`src/rtl/psc_pkg.sv`:
```
`timescale 1ns/1ps
package psc_pkg;

  typedef enum logic [1:0] {
    DS_OFF     = 2'd0,
    DS_RAMP_UP = 2'd1,
    DS_ON      = 2'd2,
    DS_RAMP_DN = 2'd3
  } dom_state_e;

  // status word bit positions read by software
  localparam int unsigned ST_OFF_BIT = 0;
  localparam int unsigned ST_ON_BIT  = 4;
  localparam int unsigned ST_DN_BIT  = 8;
  localparam int unsigned ST_UP_BIT  = 12;

  // address map
  localparam logic [15:0] GLOBAL_ADDR = 16'h0000;
  localparam logic [11:0] FLAG_GRP    = 12'h081;
  localparam logic [11:0] ENA_GRP     = 12'h082;
  localparam logic [11:0] MSK_GRP     = 12'h083;
  localparam logic [3:0]  DOM_REGION  = 4'h1;

  // word offsets within one domain group
  localparam logic [3:0] SUB_STAT = 4'd0;
  localparam logic [3:0] SUB_UP   = 4'd1;
  localparam logic [3:0] SUB_DN   = 4'd2;
  localparam logic [3:0] SUB_ERR  = 4'd3;

  function automatic logic [31:0] state_word(dom_state_e s);
    logic [31:0] w;
    w = '0;
    unique case (s)
      DS_OFF:     w[ST_OFF_BIT] = 1'b1;
      DS_ON:      w[ST_ON_BIT]  = 1'b1;
      DS_RAMP_DN: w[ST_DN_BIT]  = 1'b1;
      DS_RAMP_UP: w[ST_UP_BIT]  = 1'b1;
    endcase
    return w;
  endfunction

endpackage

```
`src/rtl/psc_dom_seq.sv`:
```
`timescale 1ns/1ps
module psc_dom_seq
  import psc_pkg::*;
#(
  parameter int unsigned RAMP_CYCLES = 16
) (
  input  logic        clk,
  input  logic        rst_n,
  input  logic        start,
  input  logic        go_up,
  output logic        busy,
  output logic        done,
  output logic [31:0] stat
);

  localparam int unsigned CNT_W = (RAMP_CYCLES > 1) ? $clog2(RAMP_CYCLES) : 1;
  localparam logic [CNT_W-1:0] CNT_LOAD = CNT_W'(RAMP_CYCLES - 1);

  dom_state_e       st_q, st_d;
  logic [CNT_W-1:0] cnt_q, cnt_d;
  logic             adv_en;

  // next state
  always_comb begin
    busy   = (st_q == DS_RAMP_UP) || (st_q == DS_RAMP_DN);
    done   = busy && (cnt_q == '0);
    st_d   = st_q;
    cnt_d  = cnt_q;
    if (start) begin
      st_d  = go_up ? DS_RAMP_UP : DS_RAMP_DN;
      cnt_d = CNT_LOAD;
    end else if (done) begin
      st_d  = (st_q == DS_RAMP_UP) ? DS_ON : DS_OFF;
    end else if (busy) begin
      cnt_d = cnt_q - CNT_W'(1);
    end
    adv_en = start | busy;
    stat   = state_word(st_q);
  end

  // state registers
  always_ff @(posedge clk or negedge rst_n) begin
    if (!rst_n) begin
      st_q  <= DS_OFF;
      cnt_q <= '0;
    end else if (adv_en) begin
      st_q  <= st_d;
      cnt_q <= cnt_d;
    end
  end

  AST_START_WHEN_IDLE: assert property (@(posedge clk) disable iff (!rst_n)
    start |-> !busy);
  AST_RAMP_HOLDS: assert property (@(posedge clk) disable iff (!rst_n)
    (busy && !done) |=> (busy && $stable(st_q)));
  AST_UP_LANDS_ON: assert property (@(posedge clk) disable iff (!rst_n)
    (done && st_q == DS_RAMP_UP) |=> stat[ST_ON_BIT]);
  AST_DN_LANDS_OFF: assert property (@(posedge clk) disable iff (!rst_n)
    (done && st_q == DS_RAMP_DN) |=> stat[ST_OFF_BIT]);

endmodule

```
`src/rtl/psc_flag_bank.sv`:
```
`timescale 1ns/1ps
module psc_flag_bank #(
  parameter int unsigned LIVE_BITS = 32
) (
  input  logic        clk,
  input  logic        rst_n,
  input  logic [31:0] fin,
  input  logic        clr_we,
  input  logic        en_we,
  input  logic        mk_we,
  input  logic [31:0] wdata,
  output logic [31:0] flag_q,
  output logic [31:0] en_q,
  output logic [31:0] mk_q,
  output logic        irq_hit
);

  localparam logic [31:0] LIVE_MASK =
    (LIVE_BITS >= 32) ? 32'hFFFF_FFFF : ((32'd1 << LIVE_BITS) - 32'd1);

  logic [31:0] flag_d, en_d, mk_d;
  logic        flag_en;

  always_comb begin
    flag_d  = ((flag_q & ~(clr_we ? wdata : 32'd0)) | fin) & LIVE_MASK;
    flag_en = clr_we | (|fin);
    en_d    = wdata & LIVE_MASK;
    mk_d    = wdata & LIVE_MASK;
    irq_hit = |(flag_q & en_q & ~mk_q);
  end

  always_ff @(posedge clk or negedge rst_n) begin
    if (!rst_n) begin
      flag_q <= '0;
    end else if (flag_en) begin
      flag_q <= flag_d;
    end
  end

  always_ff @(posedge clk or negedge rst_n) begin
    if (!rst_n) begin
      en_q <= '0;
    end else if (en_we) begin
      en_q <= en_d;
    end
  end

  always_ff @(posedge clk or negedge rst_n) begin
    if (!rst_n) begin
      mk_q <= '0;
    end else if (mk_we) begin
      mk_q <= mk_d;
    end
  end

  AST_FLAG_SETS: assert property (@(posedge clk) disable iff (!rst_n)
    (|(fin & LIVE_MASK)) |=> ((flag_q & $past(fin & LIVE_MASK)) == $past(fin & LIVE_MASK)));
  AST_IRQ_UNMASKED: assert property (@(posedge clk) disable iff (!rst_n)
    irq_hit |-> ((flag_q & ~mk_q) != 32'd0));
  AST_IDLE_FLAGS_HOLD: assert property (@(posedge clk) disable iff (!rst_n)
    (!clr_we && fin == 32'd0) |=> $stable(flag_q));

endmodule

```
`src/rtl/psc_regif.sv`:
```
`timescale 1ns/1ps
module psc_regif
  import psc_pkg::*;
#(
  parameter int unsigned N_DOMAINS = 8,
  parameter int unsigned N_WORDS   = 1
) (
  input  logic                         clk,
  input  logic                         rst_n,
  input  logic [15:0]                  addr,
  input  logic [31:0]                  wdata,
  input  logic                         wr_en,
  input  logic                         rd_en,
  input  logic                         any_busy,
  input  logic [N_DOMAINS-1:0][31:0]   dom_stat,
  input  logic [N_WORDS-1:0][31:0]     flag_w,
  input  logic [N_WORDS-1:0][31:0]     en_w,
  input  logic [N_WORDS-1:0][31:0]     mk_w,
  output logic [N_DOMAINS-1:0]         start,
  output logic                         go_up,
  output logic [N_WORDS-1:0]           clr_we,
  output logic [N_WORDS-1:0]           en_we,
  output logic [N_WORDS-1:0]           mk_we,
  output logic [31:0]                  rd_data
);

  logic                 dom_sel;
  logic [5:0]           idx;
  logic [3:0]           sub;
  logic [11:0]          grp;
  logic [1:0]           widx;
  logic                 req_hit;
  logic [1:0]           ready;
  logic [N_DOMAINS-1:0] err_q, err_d;
  logic [31:0]          rd_next;

  always_comb begin
    dom_sel = (addr[15:12] == DOM_REGION);
    idx     = addr[11:6];
    sub     = addr[5:2];
    grp     = addr[15:4];
    widx    = addr[3:2];
    ready   = any_busy ? 2'b00 : 2'b11;
    go_up   = (sub == SUB_UP);
    req_hit = 1'b0;
    start   = '0;
    err_d   = err_q;
    for (int d = 0; d < N_DOMAINS; d++) begin
      if (wr_en && dom_sel && idx == 6'(d) &&
          (sub == SUB_UP || sub == SUB_DN) && wdata[0]) begin
        req_hit  = 1'b1;
        start[d] = !any_busy;
        err_d[d] = any_busy;
      end
    end
  end

  always_comb begin
    for (int w = 0; w < N_WORDS; w++) begin
      clr_we[w] = wr_en && grp == FLAG_GRP && widx == 2'(w);
      en_we[w]  = wr_en && grp == ENA_GRP  && widx == 2'(w);
      mk_we[w]  = wr_en && grp == MSK_GRP  && widx == 2'(w);
    end
  end

  // read mux
  always_comb begin
    rd_next = '0;
    if (addr == GLOBAL_ADDR) begin
      rd_next = {30'd0, ready};
    end
    for (int w = 0; w < N_WORDS; w++) begin
      if (widx == 2'(w)) begin
        if (grp == FLAG_GRP) rd_next = flag_w[w];
        if (grp == ENA_GRP)  rd_next = en_w[w];
        if (grp == MSK_GRP)  rd_next = mk_w[w];
      end
    end
    for (int d = 0; d < N_DOMAINS; d++) begin
      if (dom_sel && idx == 6'(d)) begin
        if (sub == SUB_STAT) rd_next = dom_stat[d];
        if (sub == SUB_ERR)  rd_next = {31'd0, err_q[d]};
      end
    end
  end

  always_ff @(posedge clk or negedge rst_n) begin
    if (!rst_n) begin
      err_q <= '0;
    end else if (req_hit) begin
      err_q <= err_d;
    end
  end

  always_ff @(posedge clk or negedge rst_n) begin
    if (!rst_n) begin
      rd_data <= '0;
    end else if (rd_en) begin
      rd_data <= rd_next;
    end
  end

  AST_RDATA_HOLD: assert property (@(posedge clk) disable iff (!rst_n)
    !rd_en |=> $stable(rd_data));
  AST_REJECT_NO_START: assert property (@(posedge clk) disable iff (!rst_n)
    (req_hit && any_busy) |-> (start == '0));

  for (genvar g = 0; g < N_DOMAINS; g++) begin : g_err_chk
    AST_REJECT_STICKS: assert property (@(posedge clk) disable iff (!rst_n)
      (wr_en && dom_sel && idx == 6'(g) && (sub == SUB_UP || sub == SUB_DN)
       && wdata[0] && any_busy) |=> err_q[g]);
    AST_ERR_ONLY_ON_REQ: assert property (@(posedge clk) disable iff (!rst_n)
      !req_hit |=> $stable(err_q[g]));
  end

endmodule

```
`src/rtl/pwr_seq_ctrl.sv`:
```
`timescale 1ns/1ps
module pwr_seq_ctrl
  import psc_pkg::*;
#(
  parameter int unsigned N_DOMAINS   = 8,
  parameter int unsigned RAMP_CYCLES = 16
) (
  input  logic        clk,
  input  logic        rst_n,
  input  logic [15:0] addr,
  input  logic [31:0] wdata,
  input  logic        wr_en,
  input  logic        rd_en,
  output logic [31:0] rd_data,
  output logic        irq
);

  localparam int unsigned N_WORDS = (N_DOMAINS + 31) / 32;

  logic [1:0]                 rst_sync_q;
  logic                       rst_n_i;
  logic [N_DOMAINS-1:0]       start_vec, busy_vec, done_vec;
  logic [N_DOMAINS-1:0][31:0] stat_vec;
  logic                       go_up;
  logic                       any_busy;
  logic [N_WORDS*32-1:0]      done_pad;
  logic [N_WORDS-1:0]         clr_we, en_we, mk_we, irq_hit;
  logic [N_WORDS-1:0][31:0]   flag_w, en_w, mk_w;

  // asynchronous assert, synchronous release
  always_ff @(posedge clk or negedge rst_n) begin
    if (!rst_n) begin
      rst_sync_q <= 2'b00;
    end else begin
      rst_sync_q <= {rst_sync_q[0], 1'b1};
    end
  end
  assign rst_n_i = rst_sync_q[1];

  for (genvar d = 0; d < N_DOMAINS; d++) begin : g_dom
    psc_dom_seq #(.RAMP_CYCLES(RAMP_CYCLES)) u_seq (
      .clk   (clk),
      .rst_n (rst_n_i),
      .start (start_vec[d]),
      .go_up (go_up),
      .busy  (busy_vec[d]),
      .done  (done_vec[d]),
      .stat  (stat_vec[d])
    );
  end

  always_comb begin
    any_busy = |busy_vec;
    done_pad = '0;
    done_pad[N_DOMAINS-1:0] = done_vec;
    irq = |irq_hit;
  end

  for (genvar w = 0; w < N_WORDS; w++) begin : g_word
    localparam int unsigned REMAIN = N_DOMAINS - w * 32;
    psc_flag_bank #(.LIVE_BITS((REMAIN > 32) ? 32 : REMAIN)) u_bank (
      .clk     (clk),
      .rst_n   (rst_n_i),
      .fin     (done_pad[w*32 +: 32]),
      .clr_we  (clr_we[w]),
      .en_we   (en_we[w]),
      .mk_we   (mk_we[w]),
      .wdata   (wdata),
      .flag_q  (flag_w[w]),
      .en_q    (en_w[w]),
      .mk_q    (mk_w[w]),
      .irq_hit (irq_hit[w])
    );
  end

  psc_regif #(.N_DOMAINS(N_DOMAINS), .N_WORDS(N_WORDS)) u_regif (
    .clk      (clk),
    .rst_n    (rst_n_i),
    .addr     (addr),
    .wdata    (wdata),
    .wr_en    (wr_en),
    .rd_en    (rd_en),
    .any_busy (any_busy),
    .dom_stat (stat_vec),
    .flag_w   (flag_w),
    .en_w     (en_w),
    .mk_w     (mk_w),
    .start    (start_vec),
    .go_up    (go_up),
    .clr_we   (clr_we),
    .en_we    (en_we),
    .mk_we    (mk_we),
    .rd_data  (rd_data)
  );

  AST_ONE_RAMP: assert property (@(posedge clk) disable iff (!rst_n_i)
    $countones(busy_vec) <= 1);
  AST_START_GOES_BUSY: assert property (@(posedge clk) disable iff (!rst_n_i)
    (|start_vec) |=> any_busy);
  AST_DONE_RAISES_IRQ_SRC: assert property (@(posedge clk) disable iff (!rst_n_i)
    (|done_vec) |=> (|flag_w));

endmodule

```
`config.mk`:
```
export PLATFORM = sky130hd
export DESIGN_NAME = pwr_seq_ctrl
export DESIGN_NICKNAME = d
export VERILOG_FILES = /design/src/rtl/psc_pkg.sv /design/src/rtl/psc_dom_seq.sv /design/src/rtl/psc_flag_bank.sv /design/src/rtl/psc_regif.sv /design/src/rtl/pwr_seq_ctrl.sv
export SDC_FILE = /design/constraint.sdc
export NUM_CORES = 1
export LEC_CHECK = 0
export BUFFER_PORTS_ARGS = -buffer_cell sky130_fd_sc_hd__buf_2
export CORE_UTILIZATION = 30
export CTS_CLUSTER_SIZE = 12
export DETAILED_ROUTE_END_ITERATION = 10
export HOLD_SLACK_MARGIN = 0.15
export PLACE_DENSITY = 0.54
export SETUP_SLACK_MARGIN = 0.4
export SLEW_MARGIN = 40
export SYNTH_ARGS = -nofsm -noshare
export SYNTH_HDL_FRONTEND = slang
export SYNTH_SLANG_ARGS = --single-unit
```
`constraint.sdc`:
```
create_clock -name clk -period 3.15 [get_ports clk]
set_input_delay 0 -clock clk [delete_from_list [all_inputs] [get_ports clk]]
set_output_delay 0 -clock clk [all_outputs]
set_load 0.005 [all_outputs]
```
==> flow_metrics.env, run 1 <==
export IMPL_path_clk_slew_ns=0.06
export IMPL_grt_pass1_wl_um=22190
export IMPL_drive_gt1_share_pct=17.42
export IMPL_rsz0062_at_grt="no"
export IMPL_grt_max_degree=46
export IMPL_post_drt_wl_per_cell_um=15.75
export IMPL_drt_iter0_markers=255
export IMPL_critPathKind="register to register"
export IMPL_mostFrequentLayoutCells="91 x dfrtp_1, 76 x nand2_1, 38 x buf_2, 35 x nor2_1, 33 x inv_1"
export IMPL_synth_top_area_share_pct=43.15
export IMPL_wirelength_um=13310
export IMPL_vias=4328
export IMPL_drv_cap=0
export IMPL_die_w_um=135.4
export IMPL_crit_chain="nor4_2, nand2_1, or4_1, dlygate4sd3_1, o21ai_0, nand3_1, o21ai_0"
export IMPL_hold_path_class="input port to register"
export IMPL_crit_top_cell="o21ai_0"
export IMPL_syn_area_per_cell_um2=9.510
export IMPL_fin_crit_sh_pct=79.72
export IMPL_period_needed_ns=2.511
export IMPL_synth_top_area_cell="dfrtp_1"
export IMPL_crit_arrival_ns=2.78
export IMPL_start_util_pct=30.74
export IMPL_nets=684
export IMPL_hold_violations=0
export IMPL_dieArea_um2=18320
export IMPL_worst_slack_ns=0.6388
export IMPL_final_setup_viol_count=0
export IMPL_worstMarginPinSlew_ns=0.7641
export IMPL_synth_cell_types=60
export IMPL_finClkSkew_ns=0.005380
export IMPL_clockBufferDepth=2
export IMPL_dpl_hpwl_um=9821
export IMPL_ys_seq_area_share_pct=43.15
export IMPL_gr_usage_all_layers_pct=15.54
export IMPL_fin_tns_setup_ns=0
export IMPL_max_stage_delay_ns=0.57
export IMPL_worstSetupEndpointType="register"
export IMPL_rows=48
export IMPL_crit_slowest_cell="dlygate4sd3_1"
export IMPL_remaining_drc_errors=0
export IMPL_via_per_inst=5.122
export IMPL_required_ns=3.42
export IMPL_placed_cell_area_um2=5747
export IMPL_die_y_um=135.4
export IMPL_fin_util_pct=35.64
export IMPL_drtAntennaViolNets=0
export IMPL_final_common_cell="dfrtp_1"
export IMPL_place_gp_congestion=0.9145
export IMPL_syn_cell_area_um2=5335
export IMPL_cts_sinks=92
export IMPL_pre_cts_slack_ns=0.8617
export IMPL_grt_overflow_total=0
export IMPL_leakage_nw=2.794
export IMPL_core_area_um2=17360
export IMPL_pin_count=85
export IMPL_status="complete, no violations"
export IMPL_async_flop_share_pct=100.0
export IMPL_yosys_warnings=0
export IMPL_cts_root_buf="clkbuf_16"
export IMPL_syn_to_final_growth_pct=15.95
export IMPL_fin_area_um2=6186
export IMPL_ys_flop_type="dfrtp_1"
export IMPL_firstDrtPassIters=5
export IMPL_clock_fmax_mhz=398.2
export IMPL_cts_buffers=9
export IMPL_synth_ff_latch_count=92
export IMPL_critPathMaxFanout=9
export IMPL_cts_setup_buffers=0
export IMPL_cts_tree="yes"
export IMPL_synth_edf_count=0
export IMPL_start_kind="register"
export IMPL_vdd_drop_max_uv=261.7
export IMPL_cts_htree_levels=3
export IMPL_slew_viol_final=0
export IMPL_clkLatencyLatePin_ns=0.34
export IMPL_synth_area_leaders="dfrtp_1 43%, mux2_2 5.9%, nand2_1 5.3%"
export IMPL_antenna_found_initial=1
export IMPL_n_antenna_cell=0
export IMPL_power_density_nw_per_um2=401.9
export IMPL_slew_headroom_pct=48.63
export IMPL_first_global_vias=4371
export IMPL_synthCells=561
export IMPL_port_buffers=38
[final cells by class]
cell class,count,area [µm²]
well taps,225,281.5
fillers,1781,11170
inverters,33,123.9
clock buffers,11,242.7
flip-flops and latches,92,2306
repair buffers,64,420.4
clock inverters,4,50.05
multi-input cells,416,2761
[cells in the mapped netlist (4+ instances only)]
cell,number
nand2b_1,7
nor2_1,35
mux2i_1,9
dfrtp_1,92
o21ai_0,14
xnor2_1,26
nor2b_1,5
clkbuf_1,16
o311ai_0,5
a31oi_1,5
a21o_1,9
nand2_1,76
a21oi_1,21
nor4_1,13
and3_1,10
nor4b_1,4
a22oi_1,8
buf_4,22
ha_1,16
nand3_1,24
xor2_1,6
o211ai_1,9
inv_1,33
mux2_2,28
o22ai_1,15
nor3_1,8
[cell families (layout without fill, tap and decap cells)]
group | count (synthesis) | count (layout) | synth area share, %
muxes | 38 | 38 | 7.810
AOI/OAI and AO/OA | 103 | 103 | 12.88
other | 2 | 23 | 0.1408
and+or+nand+nor | 204 | 204 | 20.22
adders and majority gates | 16 | 16 | 3.752
buffers and inverters | 74 | 112 | 6.801
DFF | 92 | 92 | 43.15
xor gates and xnor gates | 32 | 32 | 5.253
[through the flow]
step                      instances  hold WS, ns  total power [mW]
after floorplan                 582      -0.2956             1.360
after global placement          816      -0.2144             1.410
after detailed placement        816      -0.2091             1.415
after CTS                       845       0.1993             2.523
after global routing            845       0.2422             2.598
final                           845       0.2157             2.486
[routing by layer]
| layer | global-route usage [%] | part of all wire (%) | vias to the layer above |
|---|---|---|---|
| met5 | 0 | 0.060 | - |
| met4 | 7.241 | 2.7 | 2 |
| met3 | 3.143 | 4.1 | 28 |
| met2 | 24.67 | 46 | 123 |
| li1 | - | - | 2049 |
| met1 | 20.22 | 47 | 2126 |
[sequential cells by signal, summed over array words and instances, names as in the netlist]
register              cells
g_dom.u_seq.st_q         16
u_regif.rd_data          10
g_dom.u_seq.cnt_q        32
g_word.u_bank.flag_q      8
rst_sync_q                2
g_word.u_bank.mk_q        8
u_regif.err_q             8
g_word.u_bank.en_q        8
[report_power, final]
group,internal (mW),switching (mW),total [mW]
Sequential,1.20,0.0259,1.22
Clock,0.631,0.449,1.08
Combinational,0.0714,0.110,0.181
[what timing repair did]
action                                  CTS  global route
endpoints found under the hold margin    34             0
resized for setup                         0             1
endpoints found under the setup margin    0             1
hold buffers                             14             0
[worst paths after layout]
| check | start | endpoint | slack, ns | cells past startpoint |
|---|---|---|---|---|
| worst max-delay path | g_dom[4].u_seq.st_q[0]$_DFFE_PN0P_ | u_regif.rd_data[1]$_DFFE_PN0P_ | 0.64 | 7 |
| worst min-delay path | addr[3] | g_dom[5].u_seq.st_q[1]$_DFFE_PN0P_ | 0.22 | 4 |
| worst max register to register | g_dom[4].u_seq.st_q[0]$_DFFE_PN0P_ | u_regif.rd_data[1]$_DFFE_PN0P_ | 0.64 | 7 |
| worst min register to register | rst_sync_q[1]$_DFF_PN0_ | g_dom[4].u_seq.cnt_q[0]$_DFFE_PN0P_ | 0.33 | 0 |
| max in group asynchronous | rst_sync_q[1]$_DFF_PN0_ | g_word[0].u_bank.mk_q[4]$_DFFE_PN0P_ | 2.02 | 1 |
| min in group asynchronous | rst_sync_q[1]$_DFF_PN0_ | g_dom[4].u_seq.cnt_q[0]$_DFFE_PN0P_ | 0.33 | 0 |
[critical path, delay by kind of cell, from the launching register on]
kind / cells / cell delay [ns]
simple gates: 4 / 1.22
compound gates: 2 / 0.17
flops: 1 / 0.48
buf+inv: 1 / 0.57
Note: power is estimated with default switching activity, not from simulation.
==> inputs of run 2 (changes only) <==
==> constraint.sdc (replaced) <==
create_clock -name clk -period 2.5 [get_ports clk]
set_input_delay 0 -clock clk [delete_from_list [all_inputs] [get_ports clk]]
set_output_delay 0 -clock clk [all_outputs]
set_load 0.005 [all_outputs]
==> run 2 against run 1 <==
Effect of this change: cell count grew 1.3%; largest power group unchanged; worst setup slack got worse by 0.11 ns; sequential share of layout area down 1.0 points; via count grew 0.88%; register-to-register slack worse by 0.11 ns; maximum frequency is 27% higher; global-route usage is 0.15 points higher; largest cell class unchanged; design area grew 3.0%; non-clock buffer count increased by 10.
==> flow_metrics.env, run 2 (synthesis results as in run 1) <==
export IMPL_gr_usage_all_layers_pct=15.69
export IMPL_final_setup_viol_count=0
export IMPL_critPathMaxFanout=9
export IMPL_largest_reg_flops=32
export IMPL_period_needed_ns=1.971
export IMPL_crit_arrival_ns=2.24
export IMPL_grt_max_degree=47
export IMPL_holdPathStages=4
export IMPL_core_area_um2=17360
export IMPL_finClkSkew_ns=0.009444
export IMPL_pin_count=85
export IMPL_dpl_hpwl_um=9948
export IMPL_drive_gt1_share_pct=20.92
export IMPL_regMostFlops="g_dom.u_seq.cnt_q"
export IMPL_cts_buffers=9
export IMPL_cts_tree="yes"
export IMPL_n_antenna_cell=0
export IMPL_leakage_nw=2.865
export IMPL_vdd_drop_max_uv=321.0
export IMPL_place_gp_congestion=0.8724
export IMPL_worstMarginPinSlew_ns=0.6583
export IMPL_wirelength_um=13680
export IMPL_hold_violations=0
export IMPL_r2r_start="g_dom[1].u_seq.st_q[0]$_DFFE_PN0P_"
export IMPL_reg_top3="g_dom.u_seq.cnt_q: 32 flops, g_dom.u_seq.st_q: 16 flops, u_regif.rd_data: 10 flops"
export IMPL_path_clk_slew_ns=0.07
export IMPL_remaining_drc_errors=0
export IMPL_status="complete, no violations"
export IMPL_place_inst=822
export IMPL_slew_viol_final=0
export IMPL_slew_headroom_pct=56.12
export IMPL_post_drt_wl_per_cell_um=15.98
export IMPL_start_kind="register"
export IMPL_fin_util_pct=36.71
export IMPL_nets=694
export IMPL_dieArea_um2=18320
export IMPL_vias=4366
export IMPL_first_global_vias=4338
export IMPL_mostFrequentLayoutCells="87 x dfrtp_1, 75 x nand2_1, 38 x buf_2, 35 x nor2_1, 33 x inv_1"
export IMPL_clkLatencyLatePin_ns=0.35
export IMPL_clock_fmax_mhz=507.4
export IMPL_rows=48
export IMPL_fin_tns_setup_ns=0
export IMPL_final_common_cell="dfrtp_1"
export IMPL_hold_path_class="input port to register"
export IMPL_worstSetupEndpointType="register"
export IMPL_antenna_found_initial=1
export IMPL_firstDrtPassIters=7
export IMPL_r2r_slack_ns=0.53
export IMPL_final_cells=856
export IMPL_drt_iter0_markers=264
export IMPL_via_per_inst=5.100
export IMPL_crit_start="g_dom[1].u_seq.st_q[0]$_DFFE_PN0P_"
export IMPL_fin_area_um2=6371
export IMPL_syn_to_final_growth_pct=19.42
export IMPL_worst_slack_ns=0.5292
export IMPL_power_density_nw_per_um2=502.3
export IMPL_grt_overflow_total=0
export IMPL_clockBufferDepth=2
export IMPL_min_to="g_dom[1].u_seq.cnt_q[2]$_DFFE_PN0P_"
export IMPL_fin_crit_sh_pct=78.83
export IMPL_required_ns=2.77
export IMPL_cts_sinks=92
export IMPL_drv_cap=0
export IMPL_die_w_um=135.4
export IMPL_critPathKind="register to register"
export IMPL_rsz0062_at_grt="no"
export IMPL_grt_pass1_wl_um=22270
export IMPL_cts_htree_levels=3
export IMPL_die_y_um=135.4
export IMPL_whs_ns=0.1866
export IMPL_drtAntennaViolNets=0
export IMPL_pre_cts_slack_ns=0.3517
export IMPL_rr_worst_depth=6
export IMPL_port_buffers=38
export IMPL_start_util_pct=30.74
export IMPL_placed_cell_area_um2=5817
export IMPL_p_total_mw=3.200
export IMPL_cts_root_buf="clkbuf_16"
export IMPL_hp_start="addr[8]"
export IMPL_rr_endpoint="u_regif.rd_data[0]$_DFFE_PN0P_"
-- run 2: cell count changes in the layout (fill, tap and decap cells not counted), sizes merged --
cell      change
buf          +10
clkbuf        -2
clkinv        -1
clkinvlp      +1
inv           +3
-- run 2: worst max-delay path, stage by stage, from the launching register on --
cell and delay, ns:
dfrtp_2 0.47, nor4_2 0.33, nand2_2 0.11, or4_1 0.50, a21oi_1 0.17, o311ai_0 0.15, a41oi_1 0.18
-- run 2: how the worst max path moves through the flow --
stage / end / slack, ns
finish: u_regif.rd_data[0]$_DFFE_PN0P_ / 0.53
global placement: u_regif.rd_data[12]$_DFFE_PN0P_ / 0.37
CTS: g_dom[5].u_seq.st_q[1]$_DFFE_PN0P_ / 0.34
floorplan: u_regif.rd_data[12]$_DFFE_PN0P_ / 0.67
global route: u_regif.rd_data[12]$_DFFE_PN0P_ / 0.39
detailed placement: g_dom[1].u_seq.st_q[1]$_DFFE_PN0P_ / 0.35
-- run 2: per-layer routing --
| layer | wire length [µm] | up-vias | global-route usage, % |
|---|---|---|---|
| met3 | 810 | 19 | 3.928 |
| met4 | 222 | 2 | 5.181 |
| met1 | 6145 | 2135 | 20.27 |
| met2 | 6491 | 135 | 25.50 |
| li1 | - | 2075 | - |
| met5 | 8 | - | 0 |
-- run 2: power by group --
group / total, mW / switching (mW) / leakage [nW] / internal [mW]
clock: 1.42 / 0.629 / 0.141 / 0.789
sequential: 1.54 / 0.0335 / 1.21 / 1.51
combinational: 0.239 / 0.141 / 1.51 / 0.0978
total: 3.20 / 0.804 / 2.87 / 2.40
-- run 2: final cells by class --
type / count / area (µm²)
inverters: 33 / 123.9
repair buffers: 74 / 520.5
flip-flops and latches: 92 / 2311
fillers: 1766 / 10990
clock buffers: 9 / 225.2
well taps: 225 / 281.5
multi-input cells: 416 / 2828
clock inverters: 7 / 81.33
-- run 2: repair_timing --
action / in CTS / in global routing
hold buffers: 14 / 0
endpoints found under the setup margin: 11 / 47
pin swaps: 0 / 5
setup buffers: 0 / 4
endpoints found under the hold margin: 35 / 0
gates resized for setup: 0 / 18
